[config.mk]
export PLATFORM = sky130hd
export DESIGN_NAME = i2c_oplist_master
export DESIGN_NICKNAME = d
export VERILOG_FILES = /design/src/rtl/i2cseq_pkg.sv /design/src/rtl/i2cseq_phy.sv /design/src/rtl/i2c_oplist_master.sv
export SDC_FILE = /design/constraint.sdc
export NUM_CORES = 1
export LEC_CHECK = 0
export BUFFER_PORTS_ARGS = -buffer_cell sky130_fd_sc_hd__buf_2
export CAP_MARGIN = 10
export CORE_MARGIN = 5
export CORE_UTILIZATION = 66
export CTS_BUF_LIST = sky130_fd_sc_hd__clkbuf_4
export DETAILED_ROUTE_END_ITERATION = 16
export PLACE_DENSITY = 0.95
export SETUP_SLACK_MARGIN = 0.3
export SLEW_MARGIN = 20
export SYNTH_ARGS = -nofsm -noshare
export SYNTH_HDL_FRONTEND = slang
export SYNTH_SLANG_ARGS = --single-unit
[constraint.sdc]
create_clock -name clk -period 8.8 [get_ports clk]
set_input_delay 1.76 -clock clk [delete_from_list [all_inputs] [get_ports clk]]
set_output_delay 1.76 -clock clk [all_outputs]
set_load 0.01 [all_outputs]
[src/rtl/i2cseq_pkg.sv]
package i2cseq_pkg;
  localparam int OPW    = 4;
  localparam int LIST_N = 16;
  localparam int IDXW   = $clog2(LIST_N) + 1;
  localparam int BUF_N  = 8;
  localparam int PTRW   = $clog2(BUF_N);
  localparam int LISTB  = LIST_N * OPW;
  localparam int BUFB   = BUF_N * 8;

  localparam logic [OPW-1:0] OP_END    = 4'd0;
  localparam logic [OPW-1:0] OP_START  = 4'd1;
  localparam logic [OPW-1:0] OP_ADDR_W = 4'd2;
  localparam logic [OPW-1:0] OP_ADDR_R = 4'd3;
  localparam logic [OPW-1:0] OP_DATA   = 4'd4;
  localparam logic [OPW-1:0] OP_LAST   = 4'd5;
  localparam logic [OPW-1:0] OP_STOP   = 4'd6;

  typedef enum logic [1:0] {PC_IDLE, PC_START, PC_STOP, PC_BYTE} phy_cmd_e;
  typedef enum logic [1:0] {W_IDLE, W_FETCH, W_WAIT, W_NAKSTOP} walk_e;

  function automatic logic op_is_data(logic [OPW-1:0] op);
    return (op == OP_DATA) || (op == OP_LAST);
  endfunction

  // target must answer the ninth clock for addresses and written bytes
  function automatic logic op_wants_ack(logic [OPW-1:0] op, logic rd);
    return (op == OP_ADDR_W) || (op == OP_ADDR_R) || (op_is_data(op) && !rd);
  endfunction

  // 1 = pull SDA low during bit 'bitn' of a byte slot (bit 8 = acknowledge)
  function automatic logic byte_pull(logic [3:0] bitn, logic msb, logic rd, logic nak_reply);
    if (bitn < 4'd8) return rd ? 1'b0 : !msb;
    return rd ? !nak_reply : 1'b0;
  endfunction
endpackage

[src/rtl/i2cseq_phy.sv]
module i2cseq_phy
  import i2cseq_pkg::*;
#(
  parameter int QTR = 4
) (
  input  logic     clk,
  input  logic     rst_n,
  input  logic     go,
  input  phy_cmd_e cmd,
  input  logic [7:0] tx,
  input  logic     rd,
  input  logic     nak_reply,
  input  logic     abort,
  input  logic     sda_in,
  output logic     done,
  output logic [7:0] rx,
  output logic     nak,
  output logic     scl_oe,
  output logic     sda_oe
);
  localparam int DW = (QTR > 1) ? $clog2(QTR) : 1;

  phy_cmd_e   st;
  logic [DW-1:0] div;
  logic [1:0] q;
  logic [3:0] bitn;
  logic [7:0] sh;
  logic       rbit, line_low, rd_q, nakr_q;

  wire qend    = (div == DW'(QTR - 1));
  wire bit_end = qend && (q == 2'd3);

  always_comb begin
    scl_oe = line_low;
    sda_oe = 1'b0;
    unique case (st)
      PC_START: begin scl_oe = (q == 2'd0) ? line_low : (q == 2'd3); sda_oe = q[1]; end
      PC_STOP:  begin scl_oe = (q == 2'd0); sda_oe = !q[1]; end
      PC_BYTE:  begin scl_oe = !q[1]; sda_oe = byte_pull(bitn, sh[7], rd_q, nakr_q); end
      default: ;
    endcase
  end

  always_ff @(posedge clk or negedge rst_n) begin
    if (!rst_n) begin
      st <= PC_IDLE; div <= '0; q <= '0; bitn <= '0; sh <= '0;
      rbit <= 1'b0; line_low <= 1'b0; rd_q <= 1'b0; nakr_q <= 1'b0;
      done <= 1'b0; rx <= '0; nak <= 1'b0;
    end else begin
      done <= 1'b0;
      if (abort) begin
        st <= PC_IDLE; line_low <= 1'b0;
      end else if (st == PC_IDLE) begin
        if (go) begin
          st <= cmd; div <= '0; q <= '0; bitn <= '0;
          sh <= tx; rd_q <= rd; nakr_q <= nak_reply;
        end
      end else begin
        div <= qend ? '0 : div + 1'b1;
        if (qend) q <= q + 1'b1;
        if (qend && q == 2'd2) rbit <= sda_in;
        if (bit_end) begin
          if (st != PC_BYTE) begin
            st <= PC_IDLE; done <= 1'b1; line_low <= (st == PC_START);
          end else if (bitn == 4'd8) begin
            st <= PC_IDLE; done <= 1'b1; nak <= rbit; rx <= sh; line_low <= 1'b1;
          end else begin
            sh <= {sh[6:0], rbit}; bitn <= bitn + 1'b1;
          end
        end
      end
    end
  end

  // SDA may not move while SCL is released inside a byte slot
  p_sda_hold_r12: assert property (@(posedge clk) disable iff (!rst_n)
    (st == PC_BYTE && q == 2'd3 && $past(st) == PC_BYTE) |-> $stable(sda_oe));
  // a START always ends with SCL pulled low
  p_start_ends_low_r12: assert property (@(posedge clk) disable iff (!rst_n)
    (done && $past(st) == PC_START) |-> scl_oe);
  // completion of a primitive is a single-cycle event
  p_done_pulse_r10: assert property (@(posedge clk) disable iff (!rst_n)
    done |=> !done);
endmodule

[src/rtl/i2c_oplist_master.sv]
module i2c_oplist_master
  import i2cseq_pkg::*;
#(
  parameter int QTR = 4
) (
  input  logic        clk,
  input  logic        rst_n,
  input  logic        reg_wr,
  input  logic [2:0]  reg_addr,
  input  logic [31:0] reg_wdata,
  output logic [31:0] reg_rdata,
  input  logic        sda_in,
  output logic        scl_oe,
  output logic        sda_oe,
  output logic        irq
);
  logic            go_q, ackign_q, err_q, busy_q, dir_rd;
  logic [7:0]      tgt_q;
  logic [LISTB-1:0] list_q;
  logic [BUFB-1:0] wbuf_q, rbuf_q;
  logic [IDXW-1:0] idx;
  logic [PTRW-1:0] ptr;
  logic [OPW-1:0]  op_q;
  walk_e           wst;

  phy_cmd_e   pcmd;
  logic [7:0] ptx;
  logic       pgo, prd, pnak;
  logic       phy_done, phy_nak;
  logic [7:0] phy_rx;

  // named events for the assertions
  wire ctrl_wr   = reg_wr && (reg_addr == 3'd0);
  wire start_evt = ctrl_wr && reg_wdata[0] && !go_q && !busy_q;
  wire abort_evt = ctrl_wr && !reg_wdata[0] && busy_q;
  wire [OPW-1:0] cur = list_q[{idx[IDXW-2:0], 2'b00} +: OPW];
  wire list_done = (idx == IDXW'(LIST_N)) || (cur == OP_END);

  always_comb begin
    unique case (reg_addr)
      3'd0: reg_rdata = {28'd0, err_q, busy_q, ackign_q, go_q};
      3'd1: reg_rdata = {24'd0, tgt_q};
      3'd2: reg_rdata = list_q[31:0];
      3'd3: reg_rdata = list_q[63:32];
      3'd4: reg_rdata = wbuf_q[31:0];
      3'd5: reg_rdata = wbuf_q[63:32];
      3'd6: reg_rdata = rbuf_q[31:0];
      default: reg_rdata = rbuf_q[63:32];
    endcase
  end

  always_ff @(posedge clk or negedge rst_n) begin
    if (!rst_n) begin
      go_q <= 1'b0; ackign_q <= 1'b0; err_q <= 1'b0; busy_q <= 1'b0; dir_rd <= 1'b0;
      tgt_q <= '0; list_q <= '0; wbuf_q <= '0; rbuf_q <= '0;
      idx <= '0; ptr <= '0; op_q <= '0; wst <= W_IDLE; irq <= 1'b0;
      pcmd <= PC_IDLE; ptx <= '0; pgo <= 1'b0; prd <= 1'b0; pnak <= 1'b0;
    end else begin
      pgo <= 1'b0;
      irq <= 1'b0;
      if (reg_wr) begin
        unique case (reg_addr)
          3'd0: begin go_q <= reg_wdata[0]; ackign_q <= reg_wdata[1]; end
          3'd1: tgt_q <= reg_wdata[7:0];
          3'd2: list_q[31:0] <= reg_wdata;
          3'd3: list_q[63:32] <= reg_wdata;
          3'd4: wbuf_q[31:0] <= reg_wdata;
          3'd5: wbuf_q[63:32] <= reg_wdata;
          default: ;
        endcase
      end
      if (abort_evt) begin
        busy_q <= 1'b0; wst <= W_IDLE;
      end else if (start_evt) begin
        busy_q <= 1'b1; err_q <= 1'b0; idx <= '0; ptr <= '0; dir_rd <= 1'b0; wst <= W_FETCH;
      end else begin
        unique case (wst)
          W_FETCH: begin
            if (list_done) begin
              busy_q <= 1'b0; irq <= 1'b1; wst <= W_IDLE;
            end else if (cur > OP_STOP) begin
              idx <= idx + 1'b1;
            end else begin
              pgo <= 1'b1; op_q <= cur; wst <= W_WAIT;
              prd <= 1'b0; pnak <= 1'b0; ptx <= wbuf_q[{ptr, 3'b000} +: 8];
              unique case (cur)
                OP_START: pcmd <= PC_START;
                OP_STOP:  pcmd <= PC_STOP;
                OP_ADDR_W, OP_ADDR_R: begin
                  pcmd <= PC_BYTE; ptx <= {tgt_q[7:1], cur == OP_ADDR_R};
                  dir_rd <= (cur == OP_ADDR_R);
                end
                default: begin pcmd <= PC_BYTE; prd <= dir_rd; pnak <= (cur == OP_LAST); end
              endcase
            end
          end
          W_WAIT: if (phy_done) begin
            if (op_is_data(op_q)) begin
              ptr <= ptr + 1'b1;
              if (dir_rd) rbuf_q[{ptr, 3'b000} +: 8] <= phy_rx;
            end
            if (phy_nak && !ackign_q && op_wants_ack(op_q, dir_rd)) begin
              err_q <= 1'b1; pgo <= 1'b1; pcmd <= PC_STOP; wst <= W_NAKSTOP;
            end else begin
              idx <= idx + 1'b1; wst <= W_FETCH;
            end
          end
          W_NAKSTOP: if (phy_done) begin busy_q <= 1'b0; irq <= 1'b1; wst <= W_IDLE; end
          default: ;
        endcase
      end
    end
  end

  i2cseq_phy #(.QTR(QTR)) u_phy (
    .clk(clk), .rst_n(rst_n), .go(pgo), .cmd(pcmd), .tx(ptx), .rd(prd),
    .nak_reply(pnak), .abort(abort_evt), .sda_in(sda_in), .done(phy_done),
    .rx(phy_rx), .nak(phy_nak), .scl_oe(scl_oe), .sda_oe(sda_oe)
  );

  p_irq_pulse_r10: assert property (@(posedge clk) disable iff (!rst_n) irq |=> !irq);
  p_idle_at_irq_r7: assert property (@(posedge clk) disable iff (!rst_n) irq |-> !busy_q);
  p_abort_release_r11: assert property (@(posedge clk) disable iff (!rst_n)
    abort_evt |=> (!scl_oe && !sda_oe && !irq && !busy_q));
  p_run_on_edge_r2: assert property (@(posedge clk) disable iff (!rst_n)
    $rose(busy_q) |-> (go_q && !$past(go_q)));
  p_err_then_stop_r8: assert property (@(posedge clk) disable iff (!rst_n)
    (wst == W_NAKSTOP) |-> (err_q && busy_q));
endmodule

==> run metrics <==
status finished clean; Final min period 6.17 ns; CTS sink count 264; All-Layer GR Usage 0.344; H-tree depth 3; row count 52; Distinct cells, synth 62; Slew HR 0.213; setup ws final 2.63 ns; register area share after synthesis 0.491; Cells after DPL 1,407; Fillers 1,236; max-slew violations 0; total gr overflow 0; boundary pin count 74; Hold Path Origin ptx[0]$_DFFE_PN0P_; DIE AREA 0.0233 sq mm; Num CTS Buffers 69; routability cong. 1.02; Yosys top cell by area dfrtp_1; 1st-pass router iterations 10; non-filler cells, final 1,519; DRC 0; DRT iter0 DRCs 1,559; number of global-route vias before repair 11,000; Post-Syn Instances 1,114; starting density of the core 0.667; fmax 0.162 GHz; P_leak 6.75 nW; Slew @ Worst Pin 1.18 ns; detailed-route via count 10,700; CTS tree built; maxcap violations 0; mean post-synth cell area 12.1 sq um; clock buffer depth 3; crit start category input port; global-route wire length before repair 62.5 mm; Post-synth EDFFs 0; Area growth, synth to finish 10.7%; critical path fanouts, max 44; maximum VDD drop 0.157 mV; Sequential Area 0.00661 sq mm; port bufs 73; period utilisation layout 0.701; post-synthesis async set-or-reset flop share 1.00; clock transition at the registers of the reported paths 0.05 ns; Final #Nets 1,267; Synth top area share 0.491; Pwr per Cell Area 283 mW/mm^2; Worst R2R Start idx[1]$_DFFE_PN0P_; Post-CTS Setup Repair Bufs 0; worst hold slack 0.493 ns; DRT antenna net count 0; area of the multi-input gates 0.00648 sq mm; Final TNS setup 0 ns; cts repair resizes 0; core area 0.0202 sq mm; worst reg2reg path depth 8; Die Width 153 um; worst-skew pair later-pin latency 0.70 ns; ys flop type dfrtp_1; Worst Setup SP reg_addr[2]; RSZ-0062 raised after global routing false; Synth area leaders dfrtp_1 (49%), mux2_2 (20%), mux4_2 (3.9%); Critical Path AT 4.41 ns; die height 153 um; syn nets 1,172; placed inst area 0.0140 sq mm; routed len/inst 26.4 um; CP Data Required Time 7.04 ns; hold_buf cts 0; Hold Path Class reg2reg; root buffer cell clkbuf_4; top-count cell post-synth dfrtp_1; synthesized area 0.0135 sq mm; top cells by count, synth dfrtp_1 (264), mux2_2 (244), nor2_1 (66); drt total wl 40.2 mm; dpl hpwl 27.0 mm; Worst Setup End Kind output pin; crit path kind in2out; layout cells sized above 1 0.384; Worst Hold Path Cells 2; flops & latches, synth 264; synth warn 0; Hold Vio Cnt, Final 0; skew final 0.0721 ns; routed vias/inst 7.07; design area 0.0149 sq mm; pre-CTS WS 2.74 ns; largest net degree at the start of global routing 136; initial antenna violation count 2; final-report setup violation count 0
kinds of logic after synthesis:
group | share of synthesized area
buf+inv | 0.0303
fa+ha+maj | 0.0177
xor+xnor | 0.00391
flops | 0.491
mux | 0.276
simple gates | 0.0751
compound gates | 0.106
final cells by class:
class                   instances  share of cell area
flip-flops and latches        264               0.444
multi-input cells             753               0.435
clock buffers                  97              0.0489
repair buffers                 91              0.0359
well taps                     270              0.0227
inverters                      30             0.00756
clock inverters                10             0.00513
diodes                          4            0.000672
through the flow:
stage	utilization	power, mW
final	0.738	4.21
after detailed placement	0.695	3.11
after CTS	0.735	4.14
after global routing	0.738	4.40
after floorplan	-	2.66
after global placement	0.695	3.03
worst max-delay path: stages:
cell and delay [ns]:
buf_2 0.28, buf_4 0.53, nand2b_1 0.61, nor2_1 0.56
a222oi_1 0.26, a21oi_1 0.25, buf_2 0.16
per-layer routing:
metal | vias up | global-route usage | part of all wire
met3 | 281 | 0.122 | 0.13
met1 | 5244 | 0.413 | 0.34
met4 | 0 | 0.243 | 0.090
met5 | - | 0 | 0
met2 | 856 | 0.518 | 0.45
li1 | 4360 | - | -
flip-flops by register name, indices dropped and copies added, names as in the netlist, 3 cells and up:
name / cells
idx: 5
list_q: 64
op_q: 3
ptr: 3
ptx: 8
rbuf_q: 64
tgt_q: 8
u_phy.bitn: 4
u_phy.rx: 8
u_phy.sh: 8
wbuf_q: 64
placed cells by master (no fill, tap or decap), types with 19 or more instances in the layout:
cell type	Yosys	layout
inv_1	29	29
mux4_2	23	23
nand2_1	60	60
ha_1	19	19
mux2i_1	37	37
buf_2	8	72
a21oi_1	63	63
a221oi_1	27	27
mux2_2	244	244
nor2_1	66	65
o21ai_0	48	48
dfrtp_1	264	264
clkbuf_4	0	97
worst paths after layout:
kind                                          endpoint  slack, ns
worst max register to register      ptx[7]$_DFFE_PN0P_       4.38
min in group asynchronous       u_phy.q[0]$_DFFE_PN0P_       0.92
worst max-delay path                      reg_rdata[8]       2.63
worst min register to register      ptx[0]$_DFFE_PN0P_       0.49
worst min-delay path                ptx[0]$_DFFE_PN0P_       0.49
max in group asynchronous       wbuf_q[50]$_DFFE_PN0P_       6.34
where the power goes:
group / switching (mW) / internal, mW / total (mW) / leakage [nW]
clock: 0.492 / 0.532 / 1.02 / 0.480
sequential: 0.296 / 1.46 / 1.75 / 3.31
combinational: 0.824 / 0.604 / 1.43 / 2.96
total: 1.61 / 2.59 / 4.21 / 6.75
Note: power is estimated with default switching activity, not from simulation.
